===== config.mk =====
export PLATFORM = sky130hd
export DESIGN_NAME = dual_wb_master
export DESIGN_NICKNAME = d
export VERILOG_FILES = /design/src/rtl/wbm_pkg.sv /design/src/rtl/wbm_lane_steer.sv /design/src/rtl/wbm_read_align.sv /design/src/rtl/wbm_port.sv /design/src/rtl/dual_wb_master.sv
export SDC_FILE = /design/constraint.sdc
export NUM_CORES = 1
export LEC_CHECK = 0
export ABC_CLOCK_PERIOD_IN_PS = 1600
export BUFFER_PORTS_ARGS = -buffer_cell sky130_fd_sc_hd__buf_2
export CAP_MARGIN = 10
export CORE_MARGIN = 2
export CORE_UTILIZATION = 40
export DETAILED_ROUTE_END_ITERATION = 10
export PLACE_DENSITY = 0.68
export SYNTH_ARGS = -nofsm -noshare
export SYNTH_HDL_FRONTEND = slang
export SYNTH_SLANG_ARGS = --single-unit

===== constraint.sdc =====
create_clock -name clk -period 1.6 [get_ports clk]
set_input_delay 0.24 -clock clk [delete_from_list [all_inputs] [get_ports clk]]
set_output_delay 0.24 -clock clk [all_outputs]
set_load 0.005 [all_outputs]

===== src/rtl/wbm_pkg.sv =====
package wbm_pkg;
  typedef enum logic [1:0] {
    SZ_BYTE = 2'b00,
    SZ_HALF = 2'b01,
    SZ_WORD = 2'b10,
    SZ_WIDE = 2'b11
  } xfer_size_e;

  localparam int unsigned PORT_IO   = 0;
  localparam int unsigned PORT_MEM  = 1;
  localparam int unsigned NUM_PORTS = 2;
endpackage


===== src/rtl/wbm_lane_steer.sv =====
module wbm_lane_steer
  import wbm_pkg::*;
#(
  parameter int unsigned DATA_W = 32,
  localparam int unsigned SEL_W = DATA_W / 8,
  localparam int unsigned LB    = $clog2(SEL_W)
) (
  input  xfer_size_e        size_i,
  input  logic [LB-1:0]     lane_i,
  input  logic [DATA_W-1:0] wdata_i,
  output logic [SEL_W-1:0]  sel_o,
  output logic [DATA_W-1:0] dat_o
);
  logic [LB-1:0] half_lane;
  assign half_lane = {lane_i[LB-1:1], 1'b0};

  always_comb begin
    case (size_i)
      SZ_BYTE: begin
        sel_o = SEL_W'(1) << lane_i;
        dat_o = {SEL_W{wdata_i[7:0]}};
      end
      SZ_HALF: begin
        sel_o = SEL_W'(3) << half_lane;
        dat_o = {(SEL_W/2){wdata_i[15:0]}};
      end
      default: begin
        sel_o = '1;
        dat_o = wdata_i;
      end
    endcase
  end
endmodule


===== src/rtl/wbm_read_align.sv =====
module wbm_read_align
  import wbm_pkg::*;
#(
  parameter int unsigned DATA_W = 32,
  localparam int unsigned SEL_W = DATA_W / 8,
  localparam int unsigned LB    = $clog2(SEL_W)
) (
  input  xfer_size_e        size_i,
  input  logic [LB-1:0]     lane_i,
  input  logic [DATA_W-1:0] rdat_i,
  output logic [DATA_W-1:0] data_o
);
  logic [LB-1:0]     shift_lane;
  logic [DATA_W-1:0] shifted;

  always_comb begin
    case (size_i)
      SZ_BYTE: shift_lane = lane_i;
      SZ_HALF: shift_lane = {lane_i[LB-1:1], 1'b0};
      default: shift_lane = '0;
    endcase
  end

  assign shifted = rdat_i >> {shift_lane, 3'b000};

  always_comb begin
    case (size_i)
      SZ_BYTE: data_o = DATA_W'(shifted[7:0]);
      SZ_HALF: data_o = DATA_W'(shifted[15:0]);
      default: data_o = shifted;
    endcase
  end
endmodule


===== src/rtl/wbm_port.sv =====
module wbm_port #(
  parameter int unsigned ADDR_W = 32,
  parameter int unsigned DATA_W = 32,
  localparam int unsigned SEL_W = DATA_W / 8
) (
  input  logic              clk,
  input  logic              rst,
  input  logic              start_i,
  input  logic [ADDR_W-1:0] adr_i,
  input  logic [DATA_W-1:0] dat_i,
  input  logic              we_i,
  input  logic [SEL_W-1:0]  sel_i,
  input  logic              ack_i,
  output logic [ADDR_W-1:0] adr_o,
  output logic [DATA_W-1:0] dat_o,
  output logic              we_o,
  output logic [SEL_W-1:0]  sel_o,
  output logic              stb_o,
  output logic              cyc_o,
  output logic              taken_o
);
  assign taken_o = stb_o & ack_i;

  always_ff @(posedge clk) begin
    if (rst) begin
      adr_o <= '0;
      dat_o <= '0;
      sel_o <= '0;
      we_o  <= 1'b0;
      stb_o <= 1'b0;
      cyc_o <= 1'b0;
    end else if (start_i) begin
      adr_o <= adr_i;
      dat_o <= dat_i;
      sel_o <= sel_i;
      we_o  <= we_i;
      stb_o <= 1'b1;
      cyc_o <= 1'b1;
    end else if (taken_o) begin
      we_o  <= 1'b0;
      stb_o <= 1'b0;
      cyc_o <= 1'b0;
    end
  end

  // strobe and cycle always move as a pair
  p_stb_with_cyc_r2: assert property (@(posedge clk) disable iff (rst)
    stb_o == cyc_o);

  // wait states freeze every output of the open cycle
  p_hold_in_wait_r6: assert property (@(posedge clk) disable iff (rst)
    (stb_o && !ack_i) |=> (stb_o && $stable(adr_o) && $stable(dat_o)
                           && $stable(we_o) && $stable(sel_o)));

  // an acknowledge closes the cycle on the next edge
  p_close_on_ack_r7: assert property (@(posedge clk) disable iff (rst)
    (stb_o && ack_i) |=> (!stb_o && !cyc_o && !we_o));
endmodule


===== src/rtl/dual_wb_master.sv =====
module dual_wb_master
  import wbm_pkg::*;
#(
  parameter int unsigned ADDR_W = 32,
  parameter int unsigned DATA_W = 32,
  localparam int unsigned SEL_W = DATA_W / 8,
  localparam int unsigned LB    = $clog2(SEL_W)
) (
  input  logic              clk,
  input  logic              rst,
  input  logic              req_valid,
  input  logic [ADDR_W-1:0] req_addr,
  input  logic [DATA_W-1:0] req_wdata,
  input  logic              req_we,
  input  logic [1:0]        req_size,
  input  logic              req_port,
  output logic              busy,
  output logic              done,
  output logic [DATA_W-1:0] rdata,
  output logic [ADDR_W-1:0] io_adr_o,
  output logic [DATA_W-1:0] io_dat_o,
  input  logic [DATA_W-1:0] io_dat_i,
  output logic              io_we_o,
  output logic [SEL_W-1:0]  io_sel_o,
  output logic              io_stb_o,
  output logic              io_cyc_o,
  input  logic              io_ack_i,
  output logic [ADDR_W-1:0] mem_adr_o,
  output logic [DATA_W-1:0] mem_dat_o,
  input  logic [DATA_W-1:0] mem_dat_i,
  output logic              mem_we_o,
  output logic [SEL_W-1:0]  mem_sel_o,
  output logic              mem_stb_o,
  output logic              mem_cyc_o,
  input  logic              mem_ack_i
);
  xfer_size_e        size_in, size_q;
  logic [LB-1:0]     lane_q;
  logic              port_q, we_q, busy_q, done_q;
  logic [DATA_W-1:0] rdata_q;
  logic [SEL_W-1:0]  new_sel;
  logic [DATA_W-1:0] new_dat, aligned, rdat_mux;
  logic              accept;

  logic [NUM_PORTS-1:0]             p_start, p_we, p_stb, p_cyc, p_taken, p_ack;
  logic [NUM_PORTS-1:0][ADDR_W-1:0] p_adr;
  logic [NUM_PORTS-1:0][DATA_W-1:0] p_dat, p_rdat;
  logic [NUM_PORTS-1:0][SEL_W-1:0]  p_sel;

  assign size_in = xfer_size_e'(req_size);
  assign accept  = req_valid && !busy_q;

  wbm_lane_steer #(.DATA_W(DATA_W)) u_steer (
    .size_i (size_in),
    .lane_i (req_addr[LB-1:0]),
    .wdata_i(req_wdata),
    .sel_o  (new_sel),
    .dat_o  (new_dat)
  );

  assign p_ack[PORT_IO]   = io_ack_i;
  assign p_ack[PORT_MEM]  = mem_ack_i;
  assign p_rdat[PORT_IO]  = io_dat_i;
  assign p_rdat[PORT_MEM] = mem_dat_i;

  for (genvar g = 0; g < NUM_PORTS; g++) begin : g_port
    assign p_start[g] = accept && (req_port == 1'(g));
    wbm_port #(.ADDR_W(ADDR_W), .DATA_W(DATA_W)) u_port (
      .clk    (clk),
      .rst    (rst),
      .start_i(p_start[g]),
      .adr_i  (req_addr),
      .dat_i  (new_dat),
      .we_i   (req_we),
      .sel_i  (new_sel),
      .ack_i  (p_ack[g]),
      .adr_o  (p_adr[g]),
      .dat_o  (p_dat[g]),
      .we_o   (p_we[g]),
      .sel_o  (p_sel[g]),
      .stb_o  (p_stb[g]),
      .cyc_o  (p_cyc[g]),
      .taken_o(p_taken[g])
    );
  end

  assign rdat_mux = p_rdat[port_q];

  wbm_read_align #(.DATA_W(DATA_W)) u_align (
    .size_i(size_q),
    .lane_i(lane_q),
    .rdat_i(rdat_mux),
    .data_o(aligned)
  );

  always_ff @(posedge clk) begin
    if (rst) begin
      busy_q  <= 1'b0;
      done_q  <= 1'b0;
      port_q  <= 1'b0;
      we_q    <= 1'b0;
      size_q  <= SZ_WORD;
      lane_q  <= '0;
      rdata_q <= '0;
    end else begin
      done_q <= 1'b0;
      if (accept) begin
        busy_q <= 1'b1;
        port_q <= req_port;
        we_q   <= req_we;
        size_q <= size_in;
        lane_q <= req_addr[LB-1:0];
      end else if (busy_q && p_taken[port_q]) begin
        busy_q <= 1'b0;
        done_q <= 1'b1;
        if (!we_q) rdata_q <= aligned;
      end
    end
  end

  assign busy  = busy_q;
  assign done  = done_q;
  assign rdata = rdata_q;

  assign io_adr_o  = p_adr[PORT_IO];
  assign io_dat_o  = p_dat[PORT_IO];
  assign io_we_o   = p_we[PORT_IO];
  assign io_sel_o  = p_sel[PORT_IO];
  assign io_stb_o  = p_stb[PORT_IO];
  assign io_cyc_o  = p_cyc[PORT_IO];
  assign mem_adr_o = p_adr[PORT_MEM];
  assign mem_dat_o = p_dat[PORT_MEM];
  assign mem_we_o  = p_we[PORT_MEM];
  assign mem_sel_o = p_sel[PORT_MEM];
  assign mem_stb_o = p_stb[PORT_MEM];
  assign mem_cyc_o = p_cyc[PORT_MEM];

  // never more than one port open
  p_one_port_open_r2: assert property (@(posedge clk) disable iff (rst)
    !(io_stb_o && mem_stb_o));

  // busy agrees with the strobe of the open port
  p_busy_matches_stb_r9: assert property (@(posedge clk) disable iff (rst)
    busy_q == (io_stb_o || mem_stb_o));

  // completion is a single-cycle pulse
  p_done_pulse_r7: assert property (@(posedge clk) disable iff (rst)
    done_q |=> !done_q);

  // an open port drives a legal number of byte selects
  p_sel_count_r3: assert property (@(posedge clk) disable iff (rst)
    (io_stb_o || mem_stb_o) |->
      ($countones(io_stb_o ? io_sel_o : mem_sel_o) inside {1, 2, SEL_W}));
endmodule


### After elaboration in Yosys (flattened, before gate mapping)

Cells that the tools add are included.
Widths: inputs -> output; s select.

| storage, ports and cells | value |
|---|---|
| flip-flop bits (word level) | 180 |
| input port bits | 137 |
| output and inout bits | 176 |
| logic and storage cells | 57 |

| operators by class | value |
|---|---|
| order comparisons | 1 |
| equal/unequal tests | 2 |
| shifts and indexed selects | 3 |
| multiplexer cells | 17 |
| bitwise gates (word level) | 5 |
| reductions and logical operators | 12 |

Operators by type and width:

| operator | number |
|---|---|
| $pmux 32 s2 | 2 |
| $mux 32 | 2 |
| $shr 32x5->32 | 1 |
| $mux 1 | 11 |
| $pmux 4 s2 | 1 |
| $reduce_bool 2->1 | 3 |
| $eq 2x1->1 const B | 2 |
| $logic_and 1x1->1 | 4 |
| $logic_not 2->1 | 2 |
| $pmux 2 s2 | 1 |
| $shl 1x2->4 const A | 1 |
| $shl 2x2->4 const A | 1 |
| $not 1->1 | 3 |
| $reduce_and 3->1 | 1 |
| $and 1x1->1 | 2 |
| $lt 1x2->1 const B | 1 |
| $reduce_or 2->1 | 1 |
| $logic_not 1->1 | 1 |

### Logic depth before layout (Yosys ltp)

Gate-level depths: netlist of run 1.

| logic depth | value |
|---|---|
| depth after elaboration | 6 |
| mapped depth | 8 |
| depth with buffers taken out | 4 |

### Modules after synthesis

A second synthesis of run 1 with hierarchy kept.

| second synthesis, totals | value |
|---|---|
| cell total of the unflattened synthesis | 809 |
| area, all modules | 8242.9 µm² |

Modules (own cells, without submodules):

| module | instances | cells each | area an instance (µm²) | seq. area each (µm²) |
|---|---|---|---|---|
| wbm_port | 2 | 230 | 2468.6 | 1401.3 |
| dual_wb_master | 1 | 211 | 2149.6 | 800.8 |
| wbm_read_align | 1 | 78 | 631.9 | 0.0 |
| wbm_lane_steer | 1 | 60 | 524.3 | 0.0 |

### Least setup slack after synthesis of run 1

OpenSTA, ideal clock, no wires.

| timing | value |
|---|---|
| kind | reg-to-reg |
| start point | reg size_q[1] |
| end point | reg rdata_q[11] (netlist: rdata[11]) |
| library setup time | 0.122 ns |
| arrival | 1.471 ns |
| data required time | 1.478 ns |
| slack | 0.007 ns |
| stages on the path, launching flop included | 6 |
| path buffers | 2 |
| clock period less this slack | 1.593 ns |
| path through | dfxtp_1 -> buf_6 -> nor3b_4 -> buf_6 -> mux4_2 -> a221o_1 |

| between the ends | value |
|---|---|
| word-level cells in the longest chain between the ends | 4 |
| elaborated cells on any way between the ends | 5 |
| classes of those cells | eq/ne (1); shift (1); mux (2); reduce/logical (1) |

Ends and longest elaborated chain:

| element | RTL line | source |
|---|---|---|
| start, declared | dual_wb_master.sv:37 | `xfer_size_e size_in, size_q;` |
| start signal, assigned | dual_wb_master.sv:111 | `size_q <= size_in;` |
| $eq 2x1->1 or $logic_not 2->1 (tied branches) | wbm_read_align.sv:17, wbm_read_align.sv:27 |  |
| $pmux 2 s2 | wbm_read_align.sv:17 | `case (size_i)` |
| $shr 32x5->32 | wbm_read_align.sv:24 | `assign shifted = rdat_i >> {shift_lane, 3'b000};` |
| $pmux 32 s2 * | wbm_read_align.sv:27 | `case (size_i)` |
| end signal, assigned | dual_wb_master.sv:116 | `if (!we_q) rdata_q <= aligned;` |
| end, declared | dual_wb_master.sv:40 | `logic [DATA_W-1:0] rdata_q;` |

Every way passes the cells marked *; elsewhere a longest branch is shown, timed or not.
A chain may end at the register's enable or synchronous reset.

### Final worst setup path of run 1

Ends and elaborated chain as after synthesis.

==> results.sh, run 1 <==
export IMPL_skew_ns=0.0143
export IMPL_max_freq_mhz=637
export IMPL_power_density_nw_per_um2=1020
export IMPL_wirelength_mm=22.9
export IMPL_worstSkewPairLatency_ns=0.43
export IMPL_grt_overflow_total=0
export IMPL_status="finished, final reports clean"
export IMPL_setup_viol=0
export IMPL_holdCritPathClass="input port to register"
export IMPL_cp_required_ns=1.91
export IMPL_dp_final_hpwl_mm=16.4
export IMPL_synth_seq_cells=180
export IMPL_first_iter_violations=308
export IMPL_htreeDepth=4
export IMPL_drive_above_1_share_pct=40.0
export IMPL_max_slew_margin_pct=63.3
export IMPL_p_leak_nw=4.54
export IMPL_drc=0
export IMPL_vias=6756
export IMPL_use_met2_pct=36.9
export IMPL_cp_arrival_ns=1.88
export IMPL_grt_max_degree=60
export IMPL_start_util_pct=40.9
export IMPL_layout_commonest_cell="buf_2"
export IMPL_ant_nets=0
export IMPL_crit_type="register to register"
export IMPL_die_height_um=140
export IMPL_track_usage_pct=22.7
export IMPL_end_kind="register"
export IMPL_coreArea_um2=18000
export IMPL_io_pins=313
export IMPL_gp_congestion=0.874
export IMPL_synth_ff_type="dfxtp_1"
export IMPL_path_max_fanout=6
export IMPL_clock_sinks=180
export IMPL_nets=1186
export IMPL_layout_min_cycle_time_ns=1.57
export IMPL_dieArea_um2=19500
export IMPL_grt_setup_unrepaired="true"
export IMPL_fin_util_pct=55.4
export IMPL_synthToLayoutAreaGrowth_pct=35.3
export IMPL_p_switching_mw=2.77
export IMPL_synth_nets=876
export IMPL_hold_viol=0
export IMPL_tightest_slew_ns=0.546
export IMPL_grt_met1_usage_pct=28.4
export IMPL_ys_warnings_count=0
export IMPL_synth_edf_count=0
export IMPL_root_buffer="clkbuf_16"
export IMPL_synth_distinct_cells=43
export IMPL_final_area_um2=9980
export IMPL_placement_rows=49
export IMPL_met3_usage_pct=7.02
export IMPL_first_pass_iters=4
export IMPL_avgViaCountPerCell=5.24
export IMPL_irDropWorstVdd_mv=0.695
export IMPL_p_seq_share_pct=46.8
export IMPL_drv_slew=0
export IMPL_sw_frac_of_total_pct=27.2
export IMPL_dieWidth_um=140
export IMPL_antenna_found_initial=0
export IMPL_clkTransAtPathRegs_ns=0.08
export IMPL_portBuffers=312
export IMPL_fin_cells=1290
export IMPL_power_frac_clock_pct=39.9
export IMPL_first_global_vias=6507
export IMPL_clockBufferDepth=2
export IMPL_cts_tree="done"
export IMPL_cts_buffers=17
export IMPL_finalCritPeriodShare_pct=98.2
export IMPL_yosysSeqAreaShare_pct=48.9
export IMPL_grt_pass1_wl_mm=35.3
export IMPL_async_flop_share_pct=0
export IMPL_layout_common_cells="buf_2 (311), dfxtp_1 (178), nand2_1 (104)"
export IMPL_antenna_cells=0
export IMPL_fill_cells=1684
export IMPL_wl_per_cell_um=17.8
export IMPL_place_area_um2=9270
export IMPL_final_setup_tns_ns=0
export IMPL_dp_cells=1252
export IMPL_combPwrFrac_pct=13.3
export IMPL_synthCells=739
export IMPL_p_int_mw=7.43
export IMPL_syn_cell_area_um2=7370
export IMPL_grt_busiest_layer="met2"
export IMPL_max_cap_violations=0
export IMPL_synth_avg_cell_area_um2=9.98
export IMPL_startpoint_type="register"
-- sequential cells by signal, summed over array words and instances (netlist names), 2 cells and up --
name,flops
g_port.u_port.dat_o,64
rdata,32
lane_q,2
g_port.u_port.adr_o,64
g_port.u_port.sel_o,8
size_q,2
g_port.u_port.we_o,2
-- power by group through the flow --
stage	clock (mW)	combinational, mW	sequential (mW)
after detailed placement	0	1.34	4.88
after CTS	4.16	1.34	4.77
final	4.07	1.36	4.78
after global placement	0	1.33	4.87
after floorplan	0	0.680	4.89
after global routing	4.35	1.49	4.80
-- cells by family after synthesis --
group / synth area share, %
buffers and inverters: 5.06
and+or+nand+nor: 15.3
DFF: 48.9
muxes: 13.8
AOI/OAI and AO/OA: 17.0
-- per-stage QoR --
step | total power [mW] | hold slack (ns) | setup slack, ns
floorplan | 5.57 | 0.366 | 0.00672
global placement | 6.20 | 0.439 | 0.0157
detailed placement | 6.21 | 0.441 | -0.0126
CTS | 10.3 | 0.0113 | -0.00640
global route | 10.6 | 0.0129 | -0.0197
finish | 10.2 | 0.0324 | 0.0296
-- final timing paths --
kind,from,endpoint,slack [ns],depth (start not counted)
min reg2reg,g_port[1].u_port.adr_o[15],g_port[1].u_port.adr_o[15],0.45,2
max reg2reg,size_q[1],rdata[11],0.03,5
max,size_q[1],rdata[11],0.03,5
min,req_addr[11],g_port[0].u_port.adr_o[11],0.03,2
-- Yosys cell counts (2+ instances only) --
library cell | instances | area share [%]
and2_1 | 9 | 0.76
inv_1 | 10 | 0.51
a21oi_1 | 55 | 3.7
buf_2 | 25 | 1.7
buf_6 | 6 | 0.92
nor3b_1 | 8 | 0.81
dfxtp_1 | 180 | 49
a221o_1 | 8 | 1.1
o22ai_1 | 8 | 0.68
a22o_1 | 41 | 4.9
clkbuf_1 | 20 | 1.0
mux4_2 | 15 | 4.6
nand2b_1 | 4 | 0.34
mux2i_1 | 65 | 8.8
a211oi_1 | 19 | 1.9
nand2_1 | 105 | 5.3
nor2_2 | 2 | 0.17
nor2b_1 | 17 | 1.4
buf_1 | 2 | 0.10
o21ai_0 | 9 | 0.61
nor4_4 | 2 | 0.58
nor2_1 | 67 | 3.4
nor3_2 | 9 | 1.2
o2bb2ai_1 | 27 | 3.2
buf_4 | 8 | 0.81
-- timing repair --
action                                  in CTS  in global routing
cloned                                       0                  4
resized for setup                            2                  3
hold buffers                                 0                  0
endpoints found under the setup margin       8                 32
setup buffers                                0                  3
pin swaps                                    1                  3
-- area by class of cell --
cell class,count,area [um^2],area share [%]
clock buffer,18,439,4.40
clock inverter,13,138,1.38
inverter,10,37.5,0.376
multi-input combinational,488,3420,34.3
sequential,180,3610,36.2
tap,229,287,2.87
timing repair buffer,352,2050,20.5
-- worst max-delay path, stage by stage, from the launching register on --
cell       delay (ns)
dfxtp_1          0.35
nor3b_4          0.19
buf_4            0.17
clkbuf_16        0.15
mux4_2           0.29
a221o_1          0.31
-- metal layers --
metal	routed length (um)	vias up	part of all wire [%]
li1	-	3251	-
met1	9420	3198	41
met2	11200	260	49
met3	1610	47	7.0
met4	665	0	2.9
met5	0	-	0
Power figures use the tool's default switching activity.
==> inputs of run 2 (changes only) <==
--- a/config.mk
+++ b/config.mk
@@ -5,7 +5,7 @@
 export SDC_FILE = /design/constraint.sdc
 export NUM_CORES = 1
 export LEC_CHECK = 0
-export ABC_CLOCK_PERIOD_IN_PS = 1600
+export ABC_CLOCK_PERIOD_IN_PS = 1250
 export BUFFER_PORTS_ARGS = -buffer_cell sky130_fd_sc_hd__buf_2
 export CAP_MARGIN = 10
 export CORE_MARGIN = 2
==> constraint.sdc (replaced) <==
create_clock -name clk -period 1.25 [get_ports clk]
set_input_delay 0.1875 -clock clk [delete_from_list [all_inputs] [get_ports clk]]
set_output_delay 0.1875 -clock clk [all_outputs]
set_load 0.005 [all_outputs]
==> results.sh, run 2 (synthesis results as in run 1) <==
export IMPL_nets=1299
export IMPL_wl_per_cell_um=21.3
export IMPL_first_pass_iters=6
export IMPL_slowest_delay_ns=0.37
export IMPL_end_kind="register"
export IMPL_antenna_found_initial=1
export IMPL_grt_overflow_total=0
export IMPL_cp_required_ns=1.57
export IMPL_htreeDepth=4
export IMPL_critPathBufInv=2
export IMPL_grt_busiest_layer="met2"
export IMPL_grt_setup_unrepaired="true"
export IMPL_max_freq_mhz=631
export IMPL_wirelength_mm=30.0
export IMPL_io_pins=313
export IMPL_p_switching_mw=4.08
export IMPL_dieArea_um2=19500
export IMPL_dieWidth_um=140
export IMPL_layout_commonest_cell="buf_2"
export IMPL_cts_tree="done"
export IMPL_p_leak_nw=5.67
export IMPL_cp_arrival_ns=1.90
export IMPL_clkTransAtPathRegs_ns=0.07
export IMPL_clockBufferDepth=2
export IMPL_track_usage_pct=26.0
export IMPL_use_met2_pct=43.9
export IMPL_path_cells="nand4b_1 -> a21oi_4 -> buf_12 -> buf_12 -> nor3b_1 -> a221o_1"
export IMPL_startpoint_type="register"
export IMPL_combPwrFrac_pct=18.9
export IMPL_path_max_fanout=9
export IMPL_first_global_vias=7194
export IMPL_cts_buffers=17
export IMPL_place_area_um2=9670
export IMPL_tightest_slew_ns=0.592
export IMPL_met3_usage_pct=5.78
export IMPL_coreArea_um2=18000
export IMPL_critPathSlowestCell="dfxtp_4"
export IMPL_fin_util_pct=69.9
export IMPL_grt_met1_usage_pct=32.0
export IMPL_final_area_um2=12600
export IMPL_setup_viol=173
export IMPL_power_mw=14.3
export IMPL_die_height_um=140
export IMPL_drc=0
export IMPL_crit_path_frequent_cell="buf_12"
export IMPL_layout_min_cycle_time_ns=1.59
export IMPL_ant_nets=0
export IMPL_crit_type="register to register"
export IMPL_max_slew_margin_pct=60.5
export IMPL_first_iter_violations=400
export IMPL_layout_common_cells="buf_2 (310), dfxtp_1 (173), mux2i_1 (57)"
export IMPL_power_frac_clock_pct=38.1
export IMPL_status="complete, but fails checks"
export IMPL_grt_pass1_wl_mm=39.9
export IMPL_sw_frac_of_total_pct=28.5
export IMPL_power_density_nw_per_um2=1130
export IMPL_root_buffer="clkbuf_16"
export IMPL_skew_ns=0.0141
export IMPL_synthToLayoutAreaGrowth_pct=70.8
export IMPL_clock_sinks=180
export IMPL_violations="negative setup slack"
export IMPL_holdCritPathClass="input port to register"
export IMPL_irDropWorstVdd_mv=0.970
export IMPL_worst_slack_ns=-0.335
export IMPL_p_seq_share_pct=43.1
export IMPL_grt_max_degree=36
export IMPL_drive_above_1_share_pct=59.0
export IMPL_portBuffers=312
export IMPL_finalCritPeriodShare_pct=127
export IMPL_avgViaCountPerCell=5.49
export IMPL_hold_viol=0
export IMPL_vias=7712
export IMPL_dp_final_hpwl_mm=17.0
export IMPL_max_cap_violations=0
export IMPL_worstSkewPairLatency_ns=0.44
export IMPL_drv_slew=0
export IMPL_placement_rows=49
export IMPL_fill_cells=1364
export IMPL_gp_congestion=0.858
export IMPL_crit_family="compound AO/OA/AOI/OAI gates"
export IMPL_start_util_pct=40.9
export IMPL_p_int_mw=10.2
==> run 2: cell count changes in the layout (fill, tap and decap cells not counted), moves of 20 or more <==
cell / previous run / this run
buf_6: 0 / 30
dlygate4sd3_1: 0 / 27
nand2_1: 104 / 51
a21oi_2: 0 / 43
o2bb2ai_1: 27 / 0
nand2_2: 1 / 22
o2bb2ai_2: 0 / 20
nand2_4: 0 / 31
a21oi_1: 55 / 11
==> run 2: cell type report <==
type	instances	area, um^2	area share, %
inverter	10	37.5	0.298
tap	229	287	2.28
timing repair buffer	463	3580	28.5
clock inverter	13	143	1.13
multi-input combinational	490	4480	35.6
antenna	1	2.50	0.0199
clock buffer	19	443	3.52
sequential	180	3620	28.7
==> run 2: worst reg2reg max path: cells and delay by family, from the launching register on <==
family | cells | cell delay, ns
and+or+nand+nor | 2 | 0.33
DFF | 1 | 0.37
buffers and inverters | 2 | 0.26
AOI/OAI and AO/OA | 2 | 0.52
==> run 2: path summary, 6_finish.rpt <==
kind	depth (start not counted)	to	slack [ns]	from
worst min register to register	2	g_port[1].u_port.adr_o[11]	0.45	g_port[1].u_port.adr_o[11]
worst max-delay path	6	rdata[11]	-0.34	port_q
worst max register to register	6	rdata[11]	-0.34	port_q
worst min-delay path	3	g_port[1].u_port.adr_o[3]	0.02	req_addr[3]
==> run 2: what timing repair did <==
item | CTS | global route
buffers inserted | 19 | 19
resized for setup | 78 | 225
hold buffers | 27 | 0
pin swaps | 30 | 88
endpoints found under the setup margin | 169 | 177
endpoints found under the hold margin | 46 | 0
gates cloned | 14 | 17
==> run 2: stage by stage <==
step / setup TNS [ns] / std cells / hold WS [ns] / setup slack (ns)
floorplan: -10.39 / 739 / 0.313 / -0.327
global placement: -12.36 / 1284 / 0.413 / -0.352
CTS: -22.82 / 1376 / 0.000520 / -0.307
finish: -35.31 / 1405 / 0.0223 / -0.335
global route: -42.97 / 1405 / 0.0203 / -0.395
detailed placement: -15.16 / 1284 / 0.417 / -0.383
==> run 2: metal layers <==
| layer | up-vias | share of wire [%] |
|---|---|---|
| li1 | 3505 | - |
| met4 | 0 | 4.0 |
| met1 | 3711 | 39 |
| met5 | - | 0 |
| met3 | 100 | 7.1 |
| met2 | 396 | 49 |
==> run 2: power by group through the flow <==
| stage | clock (mW) | combinational [mW] | sequential [mW] |
|---|---|---|---|
| floorplan | 0 | 0.918 | 6.26 |
| global placement | 0 | 1.82 | 6.24 |
| detailed placement | 0 | 1.84 | 6.25 |
| CTS | 5.47 | 2.19 | 6.12 |
| global route | 5.73 | 2.85 | 6.18 |
| finish | 5.44 | 2.69 | 6.15 |
